**config.mk**
```make
export PLATFORM = sky130hd
export DESIGN_NAME = trigger_merger
export DESIGN_NICKNAME = d
export VERILOG_FILES = /design/src/rtl/trig_merge_pkg.sv /design/src/rtl/sync_2ff.sv /design/src/rtl/beam_delay.sv /design/src/rtl/out_stage.sv /design/src/rtl/trigger_merger.sv
export SDC_FILE = /design/constraint.sdc
export NUM_CORES = 1
export LEC_CHECK = 0
export BUFFER_PORTS_ARGS = -buffer_cell sky130_fd_sc_hd__buf_2
export CELL_PAD_IN_SITES_DETAIL_PLACEMENT = 1
export CELL_PAD_IN_SITES_GLOBAL_PLACEMENT = 1
export CORE_MARGIN = 10
export CORE_UTILIZATION = 39
export CTS_BUF_LIST = sky130_fd_sc_hd__clkbuf_16
export CTS_CLUSTER_SIZE = 30
export DETAILED_ROUTE_END_ITERATION = 7
export PLACE_DENSITY = 0.89
export REMOVE_ABC_BUFFERS = 1
export SETUP_SLACK_MARGIN = 0.02
export SLEW_MARGIN = 40
export SYNTH_ARGS = -nofsm -noshare
export SYNTH_HDL_FRONTEND = slang
export SYNTH_SLANG_ARGS = --single-unit
```
**constraint.sdc**
```tcl
create_clock -name clk -period 4 [get_ports clk]
set_input_delay 0.8 -clock clk [delete_from_list [all_inputs] [get_ports clk]]
set_output_delay 0.8 -clock clk [all_outputs]
set_load 0.02 [all_outputs]
```
**src/rtl/trig_merge_pkg.sv**
```systemverilog
package trig_merge_pkg;

    localparam int NUM_SRC = 3;

    typedef struct packed {
        logic ped;
        logic cos;
        logic beam;
    } src_vec_t;

    function automatic logic src_any(input src_vec_t v);
        return v.ped | v.cos | v.beam;
    endfunction

endpackage

```
**src/rtl/sync_2ff.sv**
```systemverilog
module sync_2ff #(
    parameter int W = 1
) (
    input  logic         clk,
    input  logic         rst,
    input  logic [W-1:0] d,
    output logic [W-1:0] q
);
    logic [W-1:0] stage1;
    logic [W-1:0] stage2;

    always_ff @(posedge clk) begin
        if (rst) begin
            stage1 <= '0;
            stage2 <= '0;
        end else begin
            stage1 <= d;
            stage2 <= stage1;
        end
    end

    assign q = stage2;
endmodule

```
**src/rtl/beam_delay.sv**
```systemverilog
module beam_delay #(
    parameter int DW = 16
) (
    input  logic          clk,
    input  logic          rst,
    input  logic          evt,
    input  logic [DW-1:0] delay,
    output logic          fire,
    output logic          busy
);
    logic [DW-1:0] remain;

    assign busy = (remain != '0);
    assign fire = (evt && !busy && (delay == '0)) || (remain == DW'(1));

    always_ff @(posedge clk) begin
        if (rst)
            remain <= '0;
        else if (busy)
            remain <= remain - 1'b1;
        else if (evt)
            remain <= delay;
    end


    retrigger_ignored_chk: assert property (@(posedge clk) disable iff (rst)
        (busy && evt) |=> (remain == $past(remain) - 1'b1));
endmodule

```
**src/rtl/out_stage.sv**
```systemverilog
module out_stage
    import trig_merge_pkg::*;
#(
    parameter int FANOUT = 64,
    parameter int WW     = 8,
    parameter int DTW    = 8,
    parameter int CW     = 32
) (
    input  logic              clk,
    input  logic              rst,
    input  src_vec_t          req,
    input  logic [WW-1:0]     width,
    input  logic [DTW-1:0]    dead,
    output logic [FANOUT-1:0] trig_out,
    output src_vec_t          tag,
    output logic [CW-1:0]     count
);
    logic           on_q;
    logic [WW-1:0]  rem;
    logic [DTW-1:0] dcnt;
    logic           blocked;
    logic           accept;
    logic           on_next;

    assign blocked = on_q || (dcnt != '0);
    assign accept  = !blocked && src_any(req);
    assign on_next = accept || (on_q && (rem != '0));

    always_ff @(posedge clk) begin
        if (rst) begin
            on_q  <= 1'b0;
            rem   <= '0;
            dcnt  <= '0;
            tag   <= '0;
            count <= '0;
        end else if (accept) begin
            on_q  <= 1'b1;
            rem   <= (width == '0) ? '0 : width - 1'b1;
            tag   <= req;
            count <= count + 1'b1;
        end else if (on_q) begin
            if (rem == '0) begin
                on_q <= 1'b0;
                dcnt <= dead;
            end else begin
                rem <= rem - 1'b1;
            end
        end else if (dcnt != '0) begin
            dcnt <= dcnt - 1'b1;
        end
    end

    for (genvar i = 0; i < FANOUT; i++) begin : g_fan
        always_ff @(posedge clk) begin
            if (rst) trig_out[i] <= 1'b0;
            else     trig_out[i] <= on_next;
        end
    end


    fanout_equal_chk: assert property (@(posedge clk) disable iff (rst)
        (trig_out == '0) || (trig_out == '1));


    count_step_chk: assert property (@(posedge clk) disable iff (rst)
        $rose(trig_out[0]) |-> (count == $past(count) + 1'b1));


    dead_block_chk: assert property (@(posedge clk) disable iff (rst)
        (dcnt != '0) |=> !$rose(trig_out[0]));
endmodule

```
**src/rtl/trigger_merger.sv**
```systemverilog
module trigger_merger
    import trig_merge_pkg::*;
#(
    parameter int FINGERS = 16,
    parameter int FANOUT  = 64,
    parameter int DELAY_W = 16,
    parameter int WIDTH_W = 8,
    parameter int DEAD_W  = 8,
    parameter int CNT_W   = 32
) (
    input  logic               clk,
    input  logic               rst,
    input  logic               beam_in,
    input  logic               ped_in,
    input  logic [FINGERS-1:0] fingers_a,
    input  logic [FINGERS-1:0] fingers_b,
    input  logic [2:0]         src_mask,
    input  logic [DELAY_W-1:0] beam_delay,
    input  logic [WIDTH_W-1:0] pulse_width,
    input  logic [DEAD_W-1:0]  dead_time,
    output logic [FANOUT-1:0]  trig_out,
    output logic [2:0]         src_tag,
    output logic [CNT_W-1:0]   trig_count
);
    localparam int ASYNC_W = 2 + 2 * FINGERS;

    logic [ASYNC_W-1:0] raw_in;
    logic [ASYNC_W-1:0] syn_in;
    logic               beam_s, ped_s, coinc_s;
    logic               beam_d, ped_d, coinc_d;
    logic               beam_evt, ped_evt, cos_evt;
    logic               beam_fire, beam_busy;
    src_vec_t           req;
    src_vec_t           tag_q;

    assign raw_in = {fingers_b, fingers_a, ped_in, beam_in};

    sync_2ff #(.W(ASYNC_W)) u_sync (
        .clk (clk),
        .rst (rst),
        .d   (raw_in),
        .q   (syn_in)
    );

    assign beam_s  = syn_in[0];
    assign ped_s   = syn_in[1];
    assign coinc_s = (|syn_in[2 +: FINGERS]) && (|syn_in[2 + FINGERS +: FINGERS]);

    always_ff @(posedge clk) begin
        if (rst) begin
            beam_d  <= 1'b0;
            ped_d   <= 1'b0;
            coinc_d <= 1'b0;
        end else begin
            beam_d  <= beam_s;
            ped_d   <= ped_s;
            coinc_d <= coinc_s;
        end
    end

    assign beam_evt = beam_s  && !beam_d;
    assign ped_evt  = ped_s   && !ped_d;
    assign cos_evt  = coinc_s && !coinc_d;

    beam_delay #(.DW(DELAY_W)) u_delay (
        .clk   (clk),
        .rst   (rst),
        .evt   (beam_evt),
        .delay (beam_delay),
        .fire  (beam_fire),
        .busy  (beam_busy)
    );

    always_comb begin
        req.beam = beam_fire && src_mask[0];
        req.cos  = cos_evt   && src_mask[1];
        req.ped  = ped_evt   && src_mask[2] && !beam_evt && !beam_busy && !cos_evt;
    end

    out_stage #(
        .FANOUT (FANOUT),
        .WW     (WIDTH_W),
        .DTW    (DEAD_W),
        .CW     (CNT_W)
    ) u_out (
        .clk      (clk),
        .rst      (rst),
        .req      (req),
        .width    (pulse_width),
        .dead     (dead_time),
        .trig_out (trig_out),
        .tag      (tag_q),
        .count    (trig_count)
    );

    assign src_tag = tag_q;


    ped_alone_chk: assert property (@(posedge clk) disable iff (rst)
        ($rose(trig_out[0]) && src_tag[2]) |-> (src_tag[1:0] == 2'b00));


    mask_respected_chk: assert property (@(posedge clk) disable iff (rst)
        $rose(trig_out[0]) |-> ((src_tag & ~$past(src_mask)) == 3'b000));
endmodule

```
* After elaboration in Yosys (flattened, before gate mapping)
Cells that the tools add are included.
** Cells by class
- $add $sub $neg :: 5
- Multiplexer cells :: 12
- Equal/unequal tests :: 3
- Reductions and logical operators :: 37
- Bitwise logic cells :: 3
** Operators with widths (count)
- $mux 8 :: 7
- $add 32x1->32 const B :: 1
- $mux 16 :: 2
- $reduce_or 16->1 :: 2
- $sub 8x1->8 const B :: 3
- $eq 16x1->1 const B :: 1
- $logic_not 16->1 :: 1
- $logic_not 8->1 :: 2
- $reduce_bool 16->1 :: 1
- $reduce_bool 8->1 :: 2
- $sub 16x1->16 const B :: 1
- $logic_and 1x1->1 :: 14
- $logic_not 1->1 :: 7
- $reduce_bool 2->1 :: 3
- $logic_or 1x1->1 :: 3
- $mux 1 :: 3
- $reduce_and 3->1 :: 1
- $ne 2x1->1 const B :: 1
- $ne 2x2->1 const B :: 1
- $or 1x1->1 :: 2
- $reduce_and 2->1 :: 1
- $not 1->1 :: 1
** Word-level totals
- Logic and storage cells :: 74
- Register bits after elaboration :: 140
- Input port bits :: 71
- Output and inout bits :: 99

* Logic depth before layout (Yosys ltp)
Gate-level depths: netlist of run 1.
- Depth after elaboration :: 11
- Gate-level depth with buffers :: 10
- Gate-level depth less buffers :: 8

* By module
A second synthesis of run 1 with hierarchy kept.
** Unflattened totals
- Cells, all modules :: 706
- Area, all modules :: 6384.9 um^2
** By module, submodules not included
- out_stage :: cells each 409, area each 3251.9 um^2, seq. area each 1041.0 um^2, times used 1
- sync_2ff :: cells each 143, area each 1836.8 um^2, seq. area each 1361.3 um^2, times used 1
- beam_delay :: cells each 132, area each 1106.1 um^2, seq. area each 320.3 um^2, times used 1
- trigger_merger :: cells each 22, area each 190.2 um^2, seq. area each 60.1 um^2, times used 1

* Worst setup path after synthesis of run 1
Ideal clock, no wire load.
- Kind :: register to register
- From :: register, netlist name u_out.trig_out[6]
- To :: register u_out.rem[6]
- Buffers on the path :: 2
- Stages on the path, launching flop included :: 8
- Required time :: 3.914 ns
- Clock period less this slack :: 2.799 ns
- Library setup time :: 0.086 ns
- Arrival :: 2.713 ns
- Setup slack :: 1.201 ns
- Path through :: dfxtp_1 > nor3_1 > and3_1 > o21ai_1 > clkbuf_1 > clkbuf_1 > a21oi_1 > a211oi_1
** RTL lines
- end signal, assigned :: line out_stage.sv:38 : rem <= (width == '0) ? '0 : width - 1'b1;
- end signal, assigned :: line out_stage.sv:46 : rem <= rem - 1'b1;
- end, declared :: line out_stage.sv:19 : logic [WW-1:0] rem;

* Worst setup path after layout of run 1
- From :: register u_delay.remain[0]
- To :: register u_out.count[31]
** Between the ends
- Word-level cells in the longest chain between the ends :: 8
- Elaborated cells between the ends (all ways) :: 12
- Classes of those cells :: eq/ne: 1; bitwise: 2; reduce/logical: 9
** Ends and longest elaborated chain
- start, declared :: line beam_delay.sv:11 : logic [DW-1:0] remain;
- start signal, assigned :: line beam_delay.sv:20 : remain <= remain - 1'b1;
- start signal, assigned :: line beam_delay.sv:22 : remain <= delay;
- $reduce_bool 16->1 :: line beam_delay.sv:13 : assign busy = (remain != '0);
- $logic_not 1->1 :: line beam_delay.sv:14, trigger_merger.sv:77
- $logic_and 1x1->1 (2 in a row) :: line beam_delay.sv:14 : assign fire = (evt && !busy && (delay == '0)) || (remain == DW'(1));
- $logic_or 1x1->1 :: line beam_delay.sv:14
- $logic_and 1x1->1 :: line trigger_merger.sv:75 : req.beam = beam_fire && src_mask[0];
- $or 1x1->1 * :: line trig_merge_pkg.sv:12 : return v.ped | v.cos | v.beam;
- $logic_and 1x1->1 * :: line out_stage.sv:26 : assign accept = !blocked && src_any(req);
- end signal, assigned :: line out_stage.sv:40 : count <= count + 1'b1;
- end, declared :: line out_stage.sv:16 : output logic [CW-1:0] count
Mark *: on every way between the ends. The rest lies on a longest branch, timed or not.
A chain may end at the register's enable or synchronous reset.

==> impl_summary.txt, run 1 <==
----------------------------------------------------
[Yosys]
  Synth top cells by count ... 139 x sky130_fd_sc_hd__dfxtp_1, 101 x sky130_fd_sc_hd__nor2b_1, 75 x sky130_fd_sc_hd__nor2_1
  Top_reg_cell synth ... sky130_fd_sc_hd__dfxtp_1
  Area of the mapped netlist ... between 6000 and 7000 um^2
  Gate count of the mapped netlist ... 758
  Number of flip-flops and latches in the synthesized netlist ... 139
  Library cell with the highest instance count after synthesis ... sky130_fd_sc_hd__dfxtp_1
  Distinct cell type count of the synthesized netlist ... just over 50
  Total of warnings raised by yosys ... 0
  Top cells by area, synth ... sky130_fd_sc_hd__dfxtp_1 42%, sky130_fd_sc_hd__nor2b_1 9.6%, sky130_fd_sc_hd__buf_4 7.3%, sky130_fd_sc_hd__a21oi_1 4.6%, sky130_fd_sc_hd__mux2_1 4.5%
  Share of synthesized flip-flops with an asynchronous set or reset ... 0%
  Top cell type's share of synthesized area ... 42.4%
  Count of flip-flops with a built-in enable after synthesis ... 0
  Sequential fraction of the synthesis area ... 42.4%
  Cell type contributing the most total cell area after synthesis ... sky130_fd_sc_hd__dfxtp_1
  Post-Synthesis Mean Instance Area ... 8.65 um^2

[Die]
  Floorplan row count ... 47
  Horizontal die dimension ... 150 um
  Ports ... 170
  Core Box Area ... 16,500 um^2
  DIE AREA ... 22,400 um^2
  Starting density of the core ... 39.7%
  Die outline height ... 150 um

[Global routing]
  Vias in the first global route ... 5,776
  Most utilized layer in the global route result ... met2
  GRT Residual Overflow ... 0
  Number of antenna violations at the first check in global routing ... 0
  Global routing usage on met1 ... 17.2%
  Largest net degree at the start of global routing ... 82
  Wire length of the first global-routing pass ... 28,600 um
  Met2 Use GR ... ~27%
  Met3 Resource Use GR ... under 10%
  GR Util All Layers ... 15.7%

[Clock network]
  Number of buffers inserted during clock tree synthesis ... 17
  Root buffer cell ... sky130_fd_sc_hd__clkbuf_16
  Number of buffers added for setup after CTS ... 0
  Clock insertion delay at the later pin of the skew report ... between 400 and 500 ps
  CTS tree ... built
  H-tree levels ... 4
  CTS hold repair buffers ... 0
  Post-cts resize count ... 0
  Register clock-pin slew on the reported worst setup and hold paths ... 60 ps
  CTS max path bufs ... 2
  Number of sinks on the clock net ... 139

[Power]
  Cell area power density ... 599 nW/um^2
  Overall power consumption ... 4.61 mW
  Static Leakage ... 3.41 nW
  VDD IR-drop max ... 0.315 mV

[Hold path]
  Hold depth ... 1
  Worst hold path endpoint ... u_sync.q[10]$_SDFF_PP0_
  Min-Delay Path Class ... reg -> reg
  Hold Path Origin ... u_sync.stage1[10]$_SDFF_PP0_

[Final layout]
  Layout area overhead ... 17.2%
  Non-filler cells, final ... 1,085
  Post-route cell area ... 7680 um^2
  Antenna Diode Count ... 0
  NumNets Final ... 930
  Share of final-layout standard cells stronger than drive strength 1 ... 25.4%

[Timing]
  Slew Limit Fails ... 0
  Post-layout minimum cycle time ... 3190 ps
  Clk_skew ... 7.61 ps
  F_max ... 314 MHz
  Worst hold-check slack ... 436 ps
  Final number of hold-violating endpoints ... 0
  Final WS setup ... 814 ps
  RSZ-0062 raised after global routing ... false
  Slew Limit Headroom ... between 50% and 60%
  Post-route fraction of the period consumed by the critical path ... 79.6%
  Measured slew at the worst slew-check pin ... 630 ps
  Number of setup violations in the final report ... 0

[Drt]
  Drt wl/cell ... 16.6 um
  Detailed Routing Iterations Pass 1 ... 4
  Number of violations reported at the end of detailed-routing iteration 0 ... 210
  Mean number of vias per cell ... 5.14
  Total length of routed wires ... 18,000 um
  Post-detailed-route DRC marker count ... 0
  Routed Antenna Nets ... 0
  Vias after detailed routing ... 5,576

[Setup path]
  Worst setup startpoint ... u_delay.remain[0]$_SDFFE_PP0P_
  Launching element type of the critical path ... flip-flop
  Req. time, crit path ... approximately 4300 ps
  Worst-case register-to-register setup slack ... around 810 ps
  RR Startpoint ... u_delay.remain[0]$_SDFFE_PP0P_
  Maximum fanout encountered on the critical timing path ... 40
  Worst R2R End ... u_out.count[31]$_SDFFE_PP0P_
  Worst Reg2Reg Path Length in Cells ... 8
  CP Class ... reg -> reg
  Critical path endpoint category ... flip-flop
  Arrival time reported for the critical path endpoint ... 3490 ps

[Placement]
  Gpl congestion ... around 0.8
  Buffers added on ports ... 169
  Placed Cells incl. Taps ... 1,053
  Worst Setup Slack post-DPL ... 847 ps
  Cell area after placement ... 7100 um^2
  DP HPWL ... 12,800 um

[Status]
  Outcome ... complete, no violations

[Flow run]
  Max-capacitance violation count ... 0

----------------------------------------------------
metal layers:
layer | routed length [um] | vias to the layer above
met5 | 0 | -
met4 | 212 | 0
met3 | 1690 | 21
met2 | 8670 | 163
met1 | 7380 | 2665
li1 | - | 2727
where the power goes:
part | internal, mW | total (mW) | switching (mW)
sequential | 1.54 | 1.67 | 0.139
combinational | 0.526 | 1.40 | 0.871
clock | 0.918 | 1.53 | 0.616
total | 2.98 | 4.61 | 1.63
stage by stage:
stage	utilization, %	setup TNS (ps)
after CTS	46.4	0
final	46.5	0
after global routing	46.5	0
after floorplan	-	-728140
after detailed placement	43.0	0
after global placement	43.0	0
registers in the layout, summed over array words and instances, names as in the netlist:
signal / count
u_sync.q: 34
u_sync.stage1: 34
u_out.count: 32
u_delay.remain: 16
u_out.dcnt: 8
u_out.rem: 8
u_out.tag: 3
beam_d: 1
coinc_d: 1
ped_d: 1
u_out.trig_out: 1
cell families (layout without fill, tap and decap cells):
logic type | count (synthesis) | count (layout) | share of synthesized area, %
flip-flops | 139 | 139 | 42.4
multiplexers | 35 | 35 | 5.95
AND/OR/NAND/NOR | 331 | 331 | 27.0
XOR/XNOR | 14 | 14 | 1.87
AO/OA/AOI/OAI | 118 | 118 | 10.7
adder cells (fa/ha/maj) | 7 | 7 | 1.34
buffers and inverters | 114 | 221 | 10.7
worst max path at each step:
stage	endpoint	cells past startpoint
floorplan	u_out.dcnt[1]$_SDFFE_PP0P_	6
global placement	u_out.count[31]$_SDFFE_PP0P_	8
detailed placement	u_out.count[31]$_SDFFE_PP0P_	8
CTS	u_out.count[31]$_SDFFE_PP0P_	8
global route	u_out.count[31]$_SDFFE_PP0P_	8
finish	u_out.count[31]$_SDFFE_PP0P_	8
cell usage in the layout (no fill, tap or decap), types with 4 or more instances in the layout:
cell type                   instances
sky130_fd_sc_hd__clkbuf_16         17
sky130_fd_sc_hd__inv_1             16
sky130_fd_sc_hd__nor3_1            16
sky130_fd_sc_hd__nand4_1           14
sky130_fd_sc_hd__mux2_1            26
sky130_fd_sc_hd__buf_2            168
sky130_fd_sc_hd__buf_4              6
sky130_fd_sc_hd__xnor2_1            6
sky130_fd_sc_hd__a211oi_1          15
sky130_fd_sc_hd__xor2_1             8
sky130_fd_sc_hd__dfxtp_1          138
sky130_fd_sc_hd__a31oi_1            4
sky130_fd_sc_hd__o21ai_0           17
sky130_fd_sc_hd__mux2_2             6
sky130_fd_sc_hd__nor4_1            16
sky130_fd_sc_hd__nor2b_1          101
sky130_fd_sc_hd__ha_1               7
sky130_fd_sc_hd__nor2_1            75
sky130_fd_sc_hd__a21oi_1           60
sky130_fd_sc_hd__nand2_1           39
sky130_fd_sc_hd__inv_6              5
sky130_fd_sc_hd__nand3_1           28
sky130_fd_sc_hd__or4_1              7
sky130_fd_sc_hd__and3_1            13
critical path: stages, from the launching register on:
cell,delay [ps]
sky130_fd_sc_hd__dfxtp_1,350
sky130_fd_sc_hd__inv_1,90
sky130_fd_sc_hd__ha_1,290
sky130_fd_sc_hd__or4b_1,480
sky130_fd_sc_hd__or4_1,460
sky130_fd_sc_hd__a311o_2,370
sky130_fd_sc_hd__a21o_4,370
sky130_fd_sc_hd__a211oi_1,290
sky130_fd_sc_hd__mux2_2,360
area by class of cell:
class | instances | area, um^2
clock buffer | 17 | 425
fill | 1997 | 8840
clock inverter | 15 | 150
tap | 220 | 275
multi-input combinational | 505 | 3080
inverter | 13 | 48.8
timing repair buffer | 176 | 917
sequential | 139 | 2780
No activity file was read; power rests on OpenSTA's default activity.
==> inputs of run 2 (changes only) <==
--- a/config.mk
+++ b/config.mk
@@ -5,15 +5,16 @@
 export SDC_FILE = /design/constraint.sdc
 export NUM_CORES = 1
 export LEC_CHECK = 0
+export ABC_AREA = 1
 export BUFFER_PORTS_ARGS = -buffer_cell sky130_fd_sc_hd__buf_2
 export CELL_PAD_IN_SITES_DETAIL_PLACEMENT = 1
 export CELL_PAD_IN_SITES_GLOBAL_PLACEMENT = 1
 export CORE_MARGIN = 10
-export CORE_UTILIZATION = 39
+export CORE_UTILIZATION = 34
 export CTS_BUF_LIST = sky130_fd_sc_hd__clkbuf_16
 export CTS_CLUSTER_SIZE = 30
 export DETAILED_ROUTE_END_ITERATION = 7
-export PLACE_DENSITY = 0.89
+export PLACE_DENSITY = 0.85
 export REMOVE_ABC_BUFFERS = 1
 export SETUP_SLACK_MARGIN = 0.02
 export SLEW_MARGIN = 40
==> constraint.sdc (replaced) <==
create_clock -name clk -period 2.79 [get_ports clk]
set_input_delay 0.558 -clock clk [delete_from_list [all_inputs] [get_ports clk]]
set_output_delay 0.558 -clock clk [all_outputs]
set_load 0.02 [all_outputs]
==> run 2 against run 1 <==
  * Register-to-register slack got worse by 390 ps
  * Cell area increased by 5.3%
  * Utilization decreased by 6.3 points
  * Non-clock buffer count decreased by 1
  * Combinational power increased by 49%
  * Maximum frequency increased by 35%
  * Area after synthesis increased by 5.2%
  * Sequential share of layout area decreased by 1.8 points
  * Critical path type unchanged
  * Critical endpoint is now u_out.count[9]$_SDFFE_PP0P_
  * Largest cell class unchanged
  * Largest power group unchanged
==> impl_summary.txt, run 2 <==
----------------------------------------------------
[Status]
  Outcome ... complete, no violations (unchanged)

[Clock network]
  Number of buffers inserted during clock tree synthesis ... 17 (unchanged)
  CTS tree ... built (unchanged)
  H-tree levels ... 4 (unchanged)
  Root buffer cell ... sky130_fd_sc_hd__clkbuf_16 (unchanged)
  Post-cts resize count ... 0 (unchanged)
  CTS hold repair buffers ... 0 (unchanged)
  CTS max path bufs ... 2 (unchanged)
  Number of sinks on the clock net ... 139 (unchanged)
  Register clock-pin slew on the reported worst setup and hold paths ... 60 ps (about the same)
  Clock insertion delay at the later pin of the skew report ... 420 ps (about the same)
  Number of buffers added for setup after CTS ... 0 (unchanged)

[Timing]
  Sum of negative setup slack ... 0 ps (unchanged)
  Number of setup violations in the final report ... 0 (unchanged)
  F_max ... 423 MHz (was 314 MHz)
  Slew Limit Headroom ... 54.2% (was 58.0%)
  Slew Limit Fails ... 0 (unchanged)
  Measured slew at the worst slew-check pin ... 686 ps (was 630 ps)
  RSZ-0062 raised after global routing ... false (unchanged)
  Clk_skew ... 10.7 ps (was 7.61 ps)
  Final number of hold-violating endpoints ... 0 (unchanged)
  Final WS setup ... 424 ps (was 814 ps)
  Post-route fraction of the period consumed by the critical path ... 84.8% (was 79.6%)
  Post-layout minimum cycle time ... 2370 ps (was 3190 ps)

[Final layout]
  Commonest non-fill, non-tap cells in the layout ... 204 x sky130_fd_sc_hd__nand2_1, 200 x sky130_fd_sc_hd__nor2_1, 168 x sky130_fd_sc_hd__buf_2, 139 x sky130_fd_sc_hd__inv_1, 138 x sky130_fd_sc_hd__dfxtp_1 (was 168 x sky130_fd_sc_hd__buf_2, 138 x sky130_fd_sc_hd__dfxtp_1, 101 x sky130_fd_sc_hd__nor2b_1, 75 x sky130_fd_sc_hd__nor2_1, 60 x sky130_fd_sc_hd__a21oi_1)
  Most common library cell in the layout ignoring fill and taps ... sky130_fd_sc_hd__nand2_1 (was sky130_fd_sc_hd__buf_2)
  Number of fillers in the final layout ... 2,648 (was 1,997)
  Share of final-layout standard cells stronger than drive strength 1 ... 20.3% (was 25.4%)
  Post-route cell area ... 8090 um^2 (was 7680 um^2)
  Antenna Diode Count ... 0 (unchanged)
  Layout area overhead ... 17.4% (was 17.2%)
  Post-Route Utilization ... 40.3% (was 46.5%)
  NumNets Final ... 1,177 (was 930)
  Non-filler cells, final ... 1,382 (was 1,085)

[Yosys]
  Number of flip-flops and latches in the synthesized netlist ... 139 (unchanged)
  Xor/xnor cell area share of the yosys netlist ... 4.95% (was 1.87%)
  Area fraction in compound gates after synthesis ... 6.99% (was 10.7%)
  Proportion of synthesized area in mux cells ... 0% (was 5.95%)
  Synth Area in Simple Gates ... 29.6% (was 27.0%)
  Post-Synthesis Mean Instance Area ... 6.92 um^2 (was 8.65 um^2)
  Top cell type's share of synthesized area ... 40.4% (was 42.4%)
  Synth top cells by count ... 204 x sky130_fd_sc_hd__nand2_1, 200 x sky130_fd_sc_hd__nor2_1, 139 x sky130_fd_sc_hd__dfxtp_1, 139 x sky130_fd_sc_hd__inv_1, 64 x sky130_fd_sc_hd__buf_4 (was 139 x sky130_fd_sc_hd__dfxtp_1, 101 x sky130_fd_sc_hd__nor2b_1, 75 x sky130_fd_sc_hd__nor2_1)
  Gate count of the mapped netlist ... 996 (was 758)
  Top cells by area, synth ... sky130_fd_sc_hd__dfxtp_1 40%, sky130_fd_sc_hd__nand2_1 11%, sky130_fd_sc_hd__nor2_1 11%, sky130_fd_sc_hd__inv_1 7.6%, sky130_fd_sc_hd__buf_4 7.0% (was sky130_fd_sc_hd__dfxtp_1 42%, sky130_fd_sc_hd__nor2b_1 9.6%, sky130_fd_sc_hd__buf_4 7.3%, sky130_fd_sc_hd__a21oi_1 4.6%, sky130_fd_sc_hd__mux2_1 4.5%)
  Sequential fraction of the synthesis area ... 40.4% (was 42.4%)
  Arithmetic-cell share of the synthesized area counting full adders, half adders and majority gates ... 1.27% (was 1.34%)
  Total of warnings raised by yosys ... 0 (unchanged)
  Library cell with the highest instance count after synthesis ... sky130_fd_sc_hd__nand2_1 (was sky130_fd_sc_hd__dfxtp_1)
  Combinational family with the most area after synthesis ... simple AND/OR/NAND/NOR gates (unchanged)
  Top_reg_cell synth ... sky130_fd_sc_hd__dfxtp_1 (unchanged)
  Share of synthesized flip-flops with an asynchronous set or reset ... 0% (unchanged)
  Area of the mapped netlist ... 6890 um^2 (was 6560 um^2)
  Count of flip-flops with a built-in enable after synthesis ... 0 (unchanged)
  Cell type contributing the most total cell area after synthesis ... sky130_fd_sc_hd__dfxtp_1 (unchanged)
  Distinct cell type count of the synthesized netlist ... 36 (was 51)

[Drt]
  Routed Antenna Nets ... 0 (unchanged)
  Detailed Routing Iterations Pass 1 ... 4 (unchanged)
  Mean number of vias per cell ... 4.57 (was 5.14)
  Vias after detailed routing ... 6,312 (was 5,576)
  Total length of routed wires ... 18,800 um (was 18,000 um)
  Drt wl/cell ... 13.6 um (was 16.6 um)
  Post-detailed-route DRC marker count ... 0 (unchanged)
  Number of violations reported at the end of detailed-routing iteration 0 ... 228 (was 210)

[Flow run]
  Max-capacitance violation count ... 0 (unchanged)

[Global routing]
  Number of antenna violations at the first check in global routing ... 0 (unchanged)
  Vias in the first global route ... 6,537 (was 5,776)
  GRT Residual Overflow ... 0 (unchanged)
  Largest net degree at the start of global routing ... 119 (was 82)
  GR Util All Layers ... 14.1% (was 15.7%)
  Wire length of the first global-routing pass ... 31,000 um (was 28,600 um)

[Power]
  Cell area power density ... 822 nW/um^2 (was 599 nW/um^2)
  VDD IR-drop max ... 0.418 mV (was 0.315 mV)
  Static Leakage ... 3.97 nW (was 3.41 nW)

[Setup path]
  Critical path endpoint category ... flip-flop (unchanged)
  Critical-path cell with the highest stage delay ... sky130_fd_sc_hd__dfxtp_1 (was sky130_fd_sc_hd__or4b_1)
  Arrival time reported for the critical path endpoint ... 2710 ps (was 3490 ps)
  CP peak stage delay ... 330 ps (was 480 ps)
  Maximum fanout encountered on the critical timing path ... 30 (was 40)
  CP Class ... reg -> reg (unchanged)
  Largest delay contributor family on the critical path ... simple AND/OR/NAND/NOR gates (was compound AO/OA/AOI/OAI gates)
  Cell seen most often among critical-path stages ... sky130_fd_sc_hd__nand2_2
  Critical path cell sequence ... inv_1 > ha_1 > nand2_2 > nor2_4 > nand3_2 > o21ai_1 > nand2_2 > nand3_4 > buf_4 > nand2_1 > a21oi_1 (was inv_1 > ha_1 > or4b_1 > or4_1 > a311o_2 > a21o_4 > a211oi_1 > mux2_2)
  Req. time, crit path ... 3130 ps (was 4300 ps)
  Critical path buffers and inverters ... 2 (was 1)
  Launching element type of the critical path ... flip-flop (unchanged)

[Hold path]
  Min-Delay Path Class ... in -> reg (was reg -> reg)

[Die]
  Ports ... 170 (unchanged)
  Die outline height ... 162 um (was 150 um)
  Core Box Area ... 20,100 um^2 (was 16,500 um^2)
  Floorplan row count ... 52 (was 47)
  Horizontal die dimension ... 162 um (was 150 um)
  Starting density of the core ... 34.3% (was 39.7%)
  DIE AREA ... 26,400 um^2 (was 22,400 um^2)

[Placement]
  DP HPWL ... 14,000 um (was 12,800 um)
  Placed Cells incl. Taps ... 1,349 (was 1,053)
  Gpl congestion ... 0.853 (was 0.820)
  Cell area after placement ... 7500 um^2 (was 7100 um^2)
  Buffers added on ports ... 169 (unchanged)
  Worst Setup Slack post-DPL ... 382 ps (was 847 ps)

----------------------------------------------------
run 2: layout make-up:
class                      count  area, um^2  area share [%]
timing repair buffer         175         913            11.3
clock inverter                15         153            1.89
sequential                   139        2780            34.4
inverter                     141         529            6.54
tap                          270         338            4.17
clock buffer                  17         425            5.26
multi-input combinational    625        2950            36.5
run 2: through the flow:
step | total power [mW] | hold slack, ps
finish | 6.65 | 337
global route | 7.14 | 326
CTS | 6.73 | 320
detailed placement | 4.46 | 398
global placement | 4.36 | 392
floorplan | 3.88 | 388
run 2: logic make-up after synthesis:
group	Yosys count
AND/OR/NAND/NOR	487
buffers and inverters	232
flip-flops	139
adder cells (fa/ha/maj)	7
AO/OA/AOI/OAI	92
XOR/XNOR	39
run 2: report_power, final:
| part | internal [mW] | switching, mW |
|---|---|---|
| sequential | 2.20 | 0.148 |
| combinational | 0.726 | 1.35 |
| clock | 1.26 | 0.965 |
| total | 4.19 | 2.46 |
run 2: final timing paths:
path,slack (ps),cells after the start,from,end
worst max-delay path,420,11,u_delay.remain[0]$_SDFFE_PP0P_,u_out.count[9]$_SDFFE_PP0P_
worst min-delay path,340,3,fingers_a[2],u_sync.stage1[4]$_SDFF_PP0_
worst max register to register,420,11,u_delay.remain[0]$_SDFFE_PP0P_,u_out.count[9]$_SDFFE_PP0P_
worst min register to register,400,2,u_sync.stage1[4]$_SDFF_PP0_,u_sync.q[4]$_SDFF_PP0_
run 2: worst min-delay path: stages:
cell and delay (ps):
sky130_fd_sc_hd__buf_2 70, sky130_fd_sc_hd__inv_1 30, sky130_fd_sc_hd__nor2_1 60
run 2: layer usage:
metal	track usage (%)	vias to the layer above	wire length, um
met5	0	-	0
met4	5.46	0	314
met3	4.70	23	1550
met2	24.1	176	8860
met1	15.8	2924	8100
li1	-	3189	-
==> inputs of run 3 (changes only) <==
==> constraint.sdc (replaced) <==
create_clock -name clk -period 2 [get_ports clk]
set_input_delay 0.4 -clock clk [delete_from_list [all_inputs] [get_ports clk]]
set_output_delay 0.4 -clock clk [all_outputs]
set_load 0.02 [all_outputs]
==> run 3 against run 2 <==
  * Non-clock buffer count grew 46
  * Combinational power rose by 74%
  * Highest routed layer unchanged
  * Worst hold slack lost 160 ps
  * Maximum frequency grew 18%
==> impl_summary.txt, run 3 (same netlist as run 2, synthesis figures left out) <==
----------------------------------------------------
[Final layout]
  Number of fillers in the final layout ... 2,619 (was 2,648)
  NumNets Final ... 1,224 (was 1,177)
  Antenna Diode Count ... 0 (unchanged)
  Most common library cell in the layout ignoring fill and taps ... sky130_fd_sc_hd__nor2_1 (was sky130_fd_sc_hd__nand2_1)
  Sequential Area ... 2790 um^2 (was 2780 um^2)
  Non-filler cells, final ... 1,429 (was 1,382)
  Post-route cell area ... 8680 um^2 (was 8090 um^2)
  Share of final-layout standard cells stronger than drive strength 1 ... 26.9% (was 20.3%)
  Area of combinational cells with multiple inputs ... 3080 um^2 (was 2950 um^2)
  Commonest non-fill, non-tap cells in the layout ... 197 x sky130_fd_sc_hd__nor2_1, 194 x sky130_fd_sc_hd__nand2_1, 168 x sky130_fd_sc_hd__buf_2, 136 x sky130_fd_sc_hd__dfxtp_1, 134 x sky130_fd_sc_hd__inv_1 (was 204 x sky130_fd_sc_hd__nand2_1, 200 x sky130_fd_sc_hd__nor2_1, 168 x sky130_fd_sc_hd__buf_2, 139 x sky130_fd_sc_hd__inv_1, 138 x sky130_fd_sc_hd__dfxtp_1)
  Layout area overhead ... 25.9% (was 17.4%)

[Setup path]
  CP Class ... reg -> reg (unchanged)
  Maximum fanout encountered on the critical timing path ... 7 (was 30)
  Launching element type of the critical path ... flip-flop (unchanged)
  CP peak stage delay ... 330 ps (about the same)
  Critical path endpoint category ... flip-flop (unchanged)
  Arrival time reported for the critical path endpoint ... 2350 ps (was 2710 ps)
  Critical path cell sequence ... inv_2 > ha_4 > inv_4 > nor2_4 > nand2_2 > nor3_4 > and2_4 > nand2_4 > buf_6 > nand3_4 > buf_12 > nand2_1 > nand2_1 > nor2_1 > nor2_1 (was inv_1 > ha_1 > nand2_2 > nor2_4 > nand3_2 > o21ai_1 > nand2_2 > nand3_4 > buf_4 > nand2_1 > a21oi_1)
  Req. time, crit path ... 2350 ps (was 3130 ps)
  Critical-path cell with the highest stage delay ... sky130_fd_sc_hd__dfxtp_2 (was sky130_fd_sc_hd__dfxtp_1)

[Clock network]
  CTS tree ... built (unchanged)
  CTS max path bufs ... 2 (unchanged)
  H-tree levels ... 4 (unchanged)
  Number of buffers inserted during clock tree synthesis ... 17 (unchanged)
  Number of sinks on the clock net ... 139 (unchanged)
  Clock insertion delay at the later pin of the skew report ... 420 ps (about the same)
  Root buffer cell ... sky130_fd_sc_hd__clkbuf_16 (unchanged)
  Register clock-pin slew on the reported worst setup and hold paths ... 70 ps (was 60 ps)

[Timing]
  Slew Limit Fails ... 0 (unchanged)
  Number of setup violations in the final report ... 0 (unchanged)
  Final number of hold-violating endpoints ... 0 (unchanged)
  Post-layout minimum cycle time ... 2000 ps (was 2370 ps)
  Post-route fraction of the period consumed by the critical path ... 99.8% (was 84.8%)
  RSZ-0062 raised after global routing ... true (was false)
  F_max ... 501 MHz (was 423 MHz)
  Measured slew at the worst slew-check pin ... 713 ps (was 686 ps)
  Slew Limit Headroom ... 52.4% (was 54.2%)
  Clk_skew ... 14.1 ps (was 10.7 ps)

[Hold path]
  Min-Delay Path Class ... in -> reg (unchanged)

[Power]
  VDD IR-drop max ... 0.552 mV (was 0.418 mV)
  Overall power consumption ... 10.0 mW (was 6.65 mW)
  Cell area power density ... 1150 nW/um^2 (was 822 nW/um^2)
  Static Leakage ... 4.25 nW (was 3.97 nW)

[Flow run]
  Max-capacitance violation count ... 0 (unchanged)

[Placement]
  Buffers added on ports ... 169 (unchanged)
  Gpl congestion ... 0.863 (was 0.853)
  Placed Cells incl. Taps ... 1,385 (was 1,349)
  Cell area after placement ... 7790 um^2 (was 7500 um^2)
  DP HPWL ... 14,700 um (was 14,000 um)

[Drt]
  Number of violations reported at the end of detailed-routing iteration 0 ... 176 (was 228)
  Routed Antenna Nets ... 0 (unchanged)
  Total length of routed wires ... 20,400 um (was 18,800 um)
  Detailed Routing Iterations Pass 1 ... 4 (unchanged)
  Mean number of vias per cell ... 4.62 (was 4.57)
  Post-detailed-route DRC marker count ... 0 (unchanged)
  Vias after detailed routing ... 6,608 (was 6,312)
  Drt wl/cell ... 14.3 um (was 13.6 um)

[Die]
  Die outline height ... 162 um (unchanged)
  Ports ... 170 (unchanged)
  Core Box Area ... 20,100 um^2 (unchanged)
  Floorplan row count ... 52 (unchanged)
  Horizontal die dimension ... 162 um (unchanged)
  DIE AREA ... 26,400 um^2 (unchanged)
  Starting density of the core ... 34.3% (unchanged)

[Global routing]
  Largest net degree at the start of global routing ... 119 (unchanged)
  Number of antenna violations at the first check in global routing ... 0 (unchanged)
  Wire length of the first global-routing pass ... 33,000 um (was 31,000 um)
  Vias in the first global route ... 6,868 (was 6,537)
  GRT Residual Overflow ... 0 (unchanged)
  GR Util All Layers ... 15.1% (was 14.1%)

[Status]
  Outcome ... complete, no violations (unchanged)

----------------------------------------------------
[run 3: changes by cell type in the layout (fill, tap and decap cells not counted), moves of 6 or more]
cell | previous run | this run
sky130_fd_sc_hd__buf_4 | 5 | 41
sky130_fd_sc_hd__nand2_1 | 204 | 194
sky130_fd_sc_hd__a21oi_1 | 56 | 47
sky130_fd_sc_hd__a21oi_2 | 0 | 9
sky130_fd_sc_hd__nand2_2 | 4 | 12
sky130_fd_sc_hd__buf_6 | 0 | 6
[run 3: report_power, final]
| group | total [mW] | switching [mW] | leakage (nW) | internal, mW |
|---|---|---|---|---|
| clock network | 3.12 | 1.43 | 0.283 | 1.68 |
| logic | 3.61 | 2.15 | 2.83 | 1.46 |
| registers | 3.28 | 0.216 | 1.14 | 3.07 |
| total | 10.0 | 3.80 | 4.25 | 6.21 |
[run 3: repair_timing]
action | 4_1_cts | 5_1_grt
gates cloned | 3 | 0
resized for setup | 25 | 29
pin swaps | 15 | 24
endpoints found under the setup margin | 41 | 113
hold buffers | 0 | 0
setup buffers | 6 | 5
[run 3: worst paths after layout]
path / start / end / slack [ps] / depth (start not counted)
worst max-delay path: u_out.dcnt[0]$_SDFFE_PP0P_ / u_out.rem[1]$_SDFFE_PP0P_ / 3 / 15
worst min-delay path: fingers_a[0] / u_sync.stage1[2]$_SDFF_PP0_ / 180 / 3
worst max register to register: u_out.dcnt[0]$_SDFFE_PP0P_ / u_out.rem[1]$_SDFFE_PP0P_ / 3 / 15
worst min register to register: u_sync.stage1[4]$_SDFF_PP0_ / u_sync.q[4]$_SDFF_PP0_ / 400 / 2
[run 3: critical path: cells and delay by family (launching register included)]
family | cells | cell delay, ps
buf+inv | 4 | 410
simple gates | 10 | 1040
fa+ha+maj | 1 | 150
flops | 1 | 330
[run 3: per-stage QoR]
step                      hold slack [ps]  TNS, ps  worst slack [ps]  util (%)
final                                 175        0              3.45      43.2
after global routing                  172    -4930              -149      43.2
after CTS                             160    -1650              -109      42.8
after detailed placement              396    -7610              -287      38.8
after global placement                394    -4140              -193      38.8
after floorplan                       388  -904080             -9020         -
[run 3: metal layers]
| layer | track usage (%) | wire (um) |
|---|---|---|
| met5 | 0 | 0 |
| met4 | 5.58 | 385 |
| met3 | 4.95 | 1660 |
| met2 | 26.7 | 9900 |
| met1 | 16.4 | 8480 |
[run 3: final cells by class]
type	count	share of cell area, %
inverters	141	6.20
repair buffers	221	15.4
flip-flops and latches	139	32.1
clock inverters	15	1.99
multi-input cells	626	35.5
clock buffers	17	4.90
well taps	270	3.89
